<file path="src/rtl/tsc_pkg.sv">
`timescale 1ns/1ps
// Package: shared definitions for the time-stamp counter unit.
// Assumes: nothing beyond IEEE 1800-2017.
package tsc_pkg;

    // Increment rate selection.
    typedef enum logic {
        RATE_CORE  = 1'b0,
        RATE_FIXED = 1'b1
    } tsc_rate_e;

    // Bit of the feature word that advertises the counter.
    localparam int FEAT_PRESENT_BIT = 4;

endpackage

</file>
<file path="src/rtl/tsc_step_sel.sv">
`timescale 1ns/1ps
// tsc_step_sel: picks the amount added to the counter at the next edge
// and whether the counter may advance at all.
// Assumes: bus_tick is a single-cycle strobe in the core clock domain.
module tsc_step_sel
    import tsc_pkg::*;
#(
    parameter int CNT_W   = 64,
    parameter int RATIO_W = 8
) (
    input  tsc_rate_e          rate,
    input  logic               bus_tick,
    input  logic [RATIO_W-1:0] max_ratio,
    input  logic               deep_sleep,
    output logic               adv,
    output logic [CNT_W-1:0]   step
);

    logic [CNT_W-1:0] ratio_ext;

    // Fit the ratio to the counter width.
    generate
        if (RATIO_W < CNT_W) begin : g_zext
            assign ratio_ext = {{(CNT_W-RATIO_W){1'b0}}, max_ratio};
        end else begin : g_trunc
            assign ratio_ext = max_ratio[CNT_W-1:0];
        end
    endgenerate

    // Choose step and advance enable from the rate mode.
    always_comb begin
        step = {{(CNT_W-1){1'b0}}, 1'b1};
        adv  = 1'b0;
        if (!deep_sleep) begin
            if (rate == RATE_FIXED) begin
                step = ratio_ext;
                adv  = bus_tick;
            end else begin
                adv  = 1'b1;
            end
        end
    end

endmodule

</file>
<file path="src/rtl/tsc_accum.sv">
`timescale 1ns/1ps
// tsc_accum: the counter register. Adds step when adv is set and wraps
// silently at the top of its range.
// Assumes: synchronous active-low reset.
module tsc_accum #(
    parameter int CNT_W = 64
) (
    input  logic             clk,
    input  logic             rst_n,
    input  logic             adv,
    input  logic [CNT_W-1:0] step,
    output logic [CNT_W-1:0] cnt_q
);

    // Accumulate step on enabled edges.
    always_ff @(posedge clk) begin
        if (!rst_n)
            cnt_q <= '0;
        else if (adv)
            cnt_q <= cnt_q + step;
    end


    reset_zero_chk: assert property (@(posedge clk) !rst_n |=> cnt_q == '0);


    hold_when_idle_chk: assert property (@(posedge clk) disable iff (!rst_n)
        !adv |=> $stable(cnt_q));


    modular_add_chk: assert property (@(posedge clk) disable iff (!rst_n)
        adv |=> cnt_q == CNT_W'($past(cnt_q) + $past(step)));

endmodule

</file>
<file path="src/rtl/tsc_read_gate.sv">
`timescale 1ns/1ps
// tsc_read_gate: grants or refuses read requests according to the enable
// control bit and registers the captured count with a one-cycle strobe.
// Assumes: rd_req is sampled on every edge; no handshake back-pressure.
module tsc_read_gate #(
    parameter int CNT_W = 64
) (
    input  logic             clk,
    input  logic             rst_n,
    input  logic             rd_req,
    input  logic             rd_enable,
    input  logic [CNT_W-1:0] cnt_in,
    output logic [CNT_W-1:0] rd_data,
    output logic             rd_valid,
    output logic             rd_fault
);

    // Produce strobes and capture the count on a granted read.
    always_ff @(posedge clk) begin
        if (!rst_n) begin
            rd_data  <= '0;
            rd_valid <= 1'b0;
            rd_fault <= 1'b0;
        end else begin
            rd_valid <= rd_req && rd_enable;
            rd_fault <= rd_req && !rd_enable;
            if (rd_req && rd_enable)
                rd_data <= cnt_in;
        end
    end


    grant_data_chk: assert property (@(posedge clk) disable iff (!rst_n)
        rd_req && rd_enable |=> rd_valid && !rd_fault && rd_data == $past(cnt_in));


    refuse_chk: assert property (@(posedge clk) disable iff (!rst_n)
        rd_req && !rd_enable |=> rd_fault && !rd_valid && $stable(rd_data));


    strobe_excl_chk: assert property (@(posedge clk) disable iff (!rst_n)
        $onehot0({rd_valid, rd_fault}));

endmodule

</file>
<file path="src/rtl/tsc_unit.sv">
`timescale 1ns/1ps
// tsc_unit: time-stamp counter with core-cycle and fixed-rate modes,
// gated reads and a constant feature word.
// Assumes: all inputs are synchronous to clk; halted and stop_clk are
// status only and must not disturb counting.
module tsc_unit
    import tsc_pkg::*;
#(
    parameter int CNT_W   = 64,
    parameter int RATIO_W = 8,
    parameter int FEAT_W  = 32
) (
    input  logic               clk,
    input  logic               rst_n,
    input  logic               bus_tick,
    input  logic [RATIO_W-1:0] max_ratio,
    input  logic               halted,
    input  logic               stop_clk,
    input  logic               deep_sleep,
    input  logic               const_mode,
    input  logic               rd_enable,
    input  logic               rd_req,
    output logic [CNT_W-1:0]   count,
    output logic [CNT_W-1:0]   rd_data,
    output logic               rd_valid,
    output logic               rd_fault,
    output logic [FEAT_W-1:0]  feature_word
);

    localparam logic [CNT_W-1:0] ONE = {{(CNT_W-1){1'b0}}, 1'b1};

    tsc_rate_e        rate;
    logic             adv;
    logic [CNT_W-1:0] step;

    // Map the mode pin onto the rate type.
    assign rate = tsc_rate_e'(const_mode);

    // Advertise presence of the counter.
    assign feature_word = FEAT_W'(1) << FEAT_PRESENT_BIT;

    tsc_step_sel #(.CNT_W(CNT_W), .RATIO_W(RATIO_W)) u_step (
        .rate      (rate),
        .bus_tick  (bus_tick),
        .max_ratio (max_ratio),
        .deep_sleep(deep_sleep),
        .adv       (adv),
        .step      (step)
    );

    tsc_accum #(.CNT_W(CNT_W)) u_acc (
        .clk  (clk),
        .rst_n(rst_n),
        .adv  (adv),
        .step (step),
        .cnt_q(count)
    );

    tsc_read_gate #(.CNT_W(CNT_W)) u_rd (
        .clk      (clk),
        .rst_n    (rst_n),
        .rd_req   (rd_req),
        .rd_enable(rd_enable),
        .cnt_in   (count),
        .rd_data  (rd_data),
        .rd_valid (rd_valid),
        .rd_fault (rd_fault)
    );


    core_rate_chk: assert property (@(posedge clk) disable iff (!rst_n)
        !const_mode && !deep_sleep |=> count == CNT_W'($past(count) + ONE));


    halt_runs_chk: assert property (@(posedge clk) disable iff (!rst_n)
        (halted || stop_clk) && !const_mode && !deep_sleep
        |=> count != $past(count));


    sleep_freeze_chk: assert property (@(posedge clk) disable iff (!rst_n)
        deep_sleep |=> $stable(count));


    fixed_idle_chk: assert property (@(posedge clk) disable iff (!rst_n)
        const_mode && !bus_tick |=> $stable(count));


    fixed_tick_chk: assert property (@(posedge clk) disable iff (!rst_n)
        const_mode && bus_tick && !deep_sleep
        |=> count == CNT_W'($past(count) + CNT_W'($past(max_ratio))));

endmodule

</file>
<file path="config.mk">
export PLATFORM = sky130hd
export DESIGN_NAME = tsc_unit
export DESIGN_NICKNAME = d
export VERILOG_FILES = /design/src/rtl/tsc_pkg.sv /design/src/rtl/tsc_step_sel.sv /design/src/rtl/tsc_accum.sv /design/src/rtl/tsc_read_gate.sv /design/src/rtl/tsc_unit.sv
export SDC_FILE = /design/constraint.sdc
export NUM_CORES = 1
export LEC_CHECK = 0
export ABC_AREA = 1
export BUFFER_PORTS_ARGS = -buffer_cell sky130_fd_sc_hd__clkbuf_2
export CORE_MARGIN = 2
export CORE_UTILIZATION = 50
export CTS_CLUSTER_SIZE = 12
export DETAILED_ROUTE_END_ITERATION = 16
export GPL_TIMING_DRIVEN = 1
export PLACE_DENSITY = 0.76
export SLEW_MARGIN = 10
export SYNTH_ARGS = -nofsm -noshare
export SYNTH_HDL_FRONTEND = slang
export SYNTH_SLANG_ARGS = --single-unit
</file>
<file path="constraint.sdc">
create_clock -name clk -period 5.67 [get_ports clk]
set_clock_uncertainty 0.05 [all_clocks]
set_input_delay 0.8505 -clock clk [delete_from_list [all_inputs] [get_ports clk]]
set_output_delay 0.8505 -clock clk [all_outputs]
set_load 0.01 [all_outputs]
</file>
==> flow_summary.ini, run 1 <==
[outcome]
status = complete, no violations

[drt]
drt_iter0_drc = 584
post_drt_wl_per_cell_um = 14.2
dr_total_vias = 6671
ant_nets = 0
post_drt_via_cell_ratio = 5.07
wl_um = 18700
drcViolationCount = 0
dr.pass1.iters = 5

[clock_tree]
cts_setup_buffers = 0
clockBufferDepth = 2
cts_root_buffer = clkbuf_16
clk_latency_ps = 420
tritoncts.num_buffers = 17
cts_hold_buf = 0
cts_tree = done
htreeDepth = 4
cts_resized = 0
clkSinkCount = 130
clk_pin_slew_ps = 50

[critical_path]
path_class = in2reg
cp-start-kind = primary input
crit_fanout = 8
required_ps = 5940
endpoint_kind = register
crit_arrival_ps = 3070

[floorplanning]
rows = 42
fp.dieW_um = 120
core_mm2 = 0.0132
start_util = 0.511
fp.dieArea_mm2 = 0.0144
io_pins = 179
die_y_um = 120

[power]
p_int_mw = 1.72
sequentialPowerShare = 0.432
netSwitchingFraction = 0.229
leakage_nw = 3.50
clkPwrFrac = 0.490
power_density_mw_per_mm2 = 279
ir_worst_vdd_mv = 0.185
finalPower_mw = 2.24
switching_power_mw = 0.513
combPwrFrac = 0.079

[logic_synthesis]
ys.flop_type = dfxtp_1
ys_seq_area_frac = 0.386
avgSynthCellArea_um2 = 6.73
syn_area_mm2 = 0.00673
async_flop_share = 0
synth_cells = 1000
synth_cell_type_count = 39
ys_warn_count = 0
synth-edff-count = 0
synth.top_cell.area_share = 0.386
synth_area_leaders = dfxtp_1 (39%), nor2_1 (9.9%), nand2_1 (9.9%), o21ai_0 (6.7%), inv_1 (6.0%)
synth_top_area_cell = dfxtp_1
ys_ff_latch = 130

[grt]
antenna_found_initial = 0
first_global_vias = 5995
grt-ovfl-total = 0
grt_pass1_wl_um = 30400
grt_max_degree = 63
grt_use_total = 0.267

[layout]
finish.instance_area_mm2 = 0.00800
utilization = 0.607
final_cell_mix = nor2_1 (178), nand2_1 (177), clkbuf_2 (143), dfxtp_1 (130), inv_1 (108)
area_delta_synth_final_pct = 18.9
antenna_cells = 0
final_common_cell = nor2_1
drive_gt1_frac = 0.196
fin_cells = 1316
nNetsFinal = 1156

[place]
place_ws_ps = 2450
dpl.hpwl_um = 13600
io_buffers = 144
dpl-instance-area_mm2 = 0.00742
placed_cells = 1287
gp_congestion = 0.907

[flow_run]
drv_cap = 0

[sta]
rsz0062_at_grt = false
timing.hold.ws_ps = 425
worst_pin_slew_ps = 842
hold_viol = 0
finalWorstSetupSlack_ps = 2870
fmax_ghz = 0.357
fin_crit_ps = 2800
post-route-period-util = 0.494
setup_violations = 0
setup-tns-final_ps = 0
drv_slew = 0
relSlewSlack = 0.439

[worst_hold_path]
hp-class = reg2reg
## synth_stat cells, types with 3 or more instances
master	count
a21oi_1	69
nor2_2	12
dfxtp_1	130
nor3_1	25
ha_1	8
nand3_2	8
or2_1	3
nand4_1	23
clkbuf_1	24
buf_2	8
buf_4	33
inv_1	108
inv_2	9
nor2_1	178
o21ai_1	8
nand2_1	177
nand2_2	6
nor3_2	4
nor2_4	5
o21ai_0	90
xor2_1	5
nand3_1	44
## worst max-delay path: stages
cell,delay (ps)
clkbuf_2,170
inv_1,100
or3_1,320
ha_1,220
fa_1,440
nand2_1,100
nand2_1,60
nand3_1,100
nand2_2,150
nand4_1,220
nor2_1,130
a21oi_1,140
nor2_1,60
## cell type report
| class | count | area [um2] |
|---|---|---|
| well taps | 176 | 220 |
| multi-input cells | 716 | 3410 |
| clock inverters | 6 | 105 |
| inverters | 118 | 443 |
| flip-flops and latches | 130 | 2600 |
| fillers | 1316 | 5190 |
| repair buffers | 147 | 743 |
| clock buffers | 23 | 478 |
## path summary, 6_finish.rpt
kind	start	endpoint	slack (ps)	cells after the start
worst max-delay path	const_mode	u_acc.cnt_q[60]	2870	13
worst min-delay path	u_rd.rd_data[4]	u_rd.rd_data[4]	430	2
worst max register to register	u_acc.cnt_q[0]	u_acc.cnt_q[60]	3440	11
worst min register to register	u_rd.rd_data[4]	u_rd.rd_data[4]	430	2
## sequential cells by signal (all words and copies together) (netlist names)
name           cells
u_rd.rd_valid      1
u_acc.cnt_q       64
u_rd.rd_data      64
u_rd.rd_fault      1
## logic make-up after synthesis
logic type,count (synthesis),synth area share
and+or+nand+nor,495,0.330
buffers and inverters,184,0.124
AOI/OAI and AO/OA,173,0.132
DFF,130,0.386
adders and majority gates,9,0.0178
xor gates and xnor gates,7,0.00910
other,2,0.00112
## power groups by stage
stage,Sequential [mW],Clock (mW),Combinational [mW]
after floorplan,0.998,0,0.122
after global placement,0.984,0,0.173
after detailed placement,0.985,0,0.174
after CTS,0.966,1.11,0.175
after global routing,0.970,1.15,0.200
final,0.966,1.09,0.176
## metal layers
metal | vias to the layer above | part of all wire | GRT usage
li1 | 3409 | - | -
met1 | 2989 | 0.47 | 0.376
met2 | 249 | 0.44 | 0.413
met3 | 24 | 0.071 | 0.0547
met4 | 0 | 0.013 | 0.0794
met5 | - | 0 | 0
No activity file was read; power rests on OpenSTA's default activity.
==> run 2: changes to the inputs <==
- clock period: 5.67 -> 2.59 ns (I/O delays scaled with it)
==> run 2 against run 1 <==
- flip-flop and latch count unchanged
- count of clock-buffer cells in the layout down 1
- critical path depth down 1
- sequential power up 120%
- final cell count up 1.1%
- clock power up 140%
==> flow_summary.ini, run 2 (synthesized netlist as in run 1, its figures left out) <==
[sta]
setup_violations = 0
hold_viol = 0
worst_pin_slew_ps = 640
rsz0062_at_grt = false
fin_crit_ps = 2140
setup-tns-final_ps = 0
relSlewSlack = 0.572
fmax_ghz = 0.467
drv_slew = 0
post-route-period-util = 0.826

[flow_run]
drv_cap = 0

[power]
p_int_mw = 3.97
ir_worst_vdd_mv = 0.442
leakage_nw = 3.59
sequentialPowerShare = 0.412
clkPwrFrac = 0.511
netSwitchingFraction = 0.227
finalPower_mw = 5.13
switching_power_mw = 1.16
power_density_mw_per_mm2 = 628
combPwrFrac = 0.077

[critical_path]
cp-start-kind = primary input
cp.depth = 12
cp_top_family = simple AND/OR/NAND/NOR gates
worstRegToRegCells = 11
cpPeakStageDelay_ps = 440
crit_fanout = 6
crit_path_top_delay_cell = fa_1
reg2reg_to = u_acc.cnt_q[49]
crit_path_end = u_acc.cnt_q[60]
r2r-start = u_acc.cnt_q[2]
ff2ff_setup_slack_ps = 480
crit_chain = clkbuf_2 > or3_1 > ha_1 > fa_1 > nand2_1 > nand2_1 > nand3_1 > nand2_2 > nand4_1 > nor2_1 > a21oi_1 > nor2_1
cp-startpoint = deep_sleep
crit_buf_inv = 1
path_class = in2reg
crit_arrival_ps = 2410
endpoint_kind = register
required_ps = 2860

[layout]
final_common_cell = nor2_1
nNetsFinal = 1167
n_fill_cell = 1252
antenna_cells = 0
area_delta_synth_final_pct = 21.4
reg.largest.list = u_acc.cnt_q x64, u_rd.rd_data x64
ff_latch_area_mm2 = 0.00260
final_cell_mix = nor2_1 (178), nand2_1 (177), clkbuf_2 (143), dfxtp_1 (130), inv_1 (108)
drive_gt1_frac = 0.205
utilization = 0.620
multiInputGateArea_mm2 = 0.00341

[clock_tree]
cts_hold_buf = 0
clk_pin_slew_ps = 60
htreeDepth = 4
clockBufferDepth = 2
cts_resized = 0
cts_root_buffer = clkbuf_16
cts_setup_buffers = 0
clk_latency_ps = 430
cts_tree = done
tritoncts.num_buffers = 17
clkSinkCount = 130

[floorplanning]
rows = 42
fp.dieArea_mm2 = 0.0144
start_util = 0.511
io_pins = 179
die_y_um = 120
core_mm2 = 0.0132
fp.dieW_um = 120

[place]
io_buffers = 144
dpl.hpwl_um = 13900
gp_congestion = 0.939

[drt]
dr_total_vias = 6772
dr.pass1.iters = 11
post_drt_via_cell_ratio = 5.09
ant_nets = 0
drcViolationCount = 0
wl_um = 19100
post_drt_wl_per_cell_um = 14.3
drt_iter0_drc = 484

[grt]
grt_pass1_wl_um = 30600
first_global_vias = 6083
grt_max_degree = 117
antenna_found_initial = 0
grt-ovfl-total = 0
grt_use_total = 0.270

[outcome]
status = complete, no violations

[worst_hold_path]
hp-class = in2reg
run 2: cell types whose count changed in the layout (fill, tap and decap cells not counted):
| cell | change |
|---|---|
| buf_12 | +2 |
| buf_4 | +9 |
| clkbuf_8 | -1 |
| bufinv_16 | +2 |
| clkinvlp_4 | +2 |
run 2: power groups by stage:
stage	Combinational, mW	Sequential (mW)	Clock, mW
after floorplan	0.266	2.19	0
after global placement	0.390	2.15	0
after detailed placement	0.396	2.16	0
after CTS	0.398	2.11	2.65
after global routing	0.448	2.12	2.75
final	0.397	2.11	2.62
run 2: layer usage:
metal | vias to the layer above | track usage | wire length (um)
li1 | 3447 | - | -
met1 | 3009 | 0.368 | 8650
met2 | 288 | 0.415 | 8380
met4 | 0 | 0.0956 | 407
met5 | - | 0 | 0
met3 | 28 | 0.0661 | 1610
run 2: cell type report:
cell class	instances	area share
clock buffers	22	0.0568
repair buffers	158	0.104
inverters	118	0.0542
clock inverters	10	0.0220
flip-flops and latches	130	0.318
multi-input cells	716	0.417
well taps	176	0.0269
run 2: how the worst min path moves through the flow:
stage | cells past startpoint | end | startpoint
6_report | 2 | u_rd.rd_fault | rd_enable
5_1_grt | 2 | u_rd.rd_fault | rd_enable
4_1_cts | 2 | u_rd.rd_fault | rd_enable
3_5_place_dp | 2 | u_rd.rd_data[6] | u_rd.rd_data[6]
3_3_place_gp | 2 | u_rd.rd_data[29] | u_rd.rd_data[29]
2_1_floorplan | 1 | u_rd.rd_fault | rd_enable
run 2: per-stage QoR:
step	instance area, um2	hold WS [ps]	std cells	setup slack [ps]
after global routing	8170	93.2	1330	206
after global placement	7530	411	1298	74.1
after detailed placement	7530	421	1298	63.2
after floorplan	6850	410	1030	208
after CTS	8170	78.6	1330	465
final	8170	96.8	1330	450
run 2: worst reg2reg max path, delay by kind of cell (launching register included):
family	cells	cell delay, ps
flip-flops	1	350
AND/OR/NAND/NOR	10	1260
adder cells (fa/ha/maj)	1	350
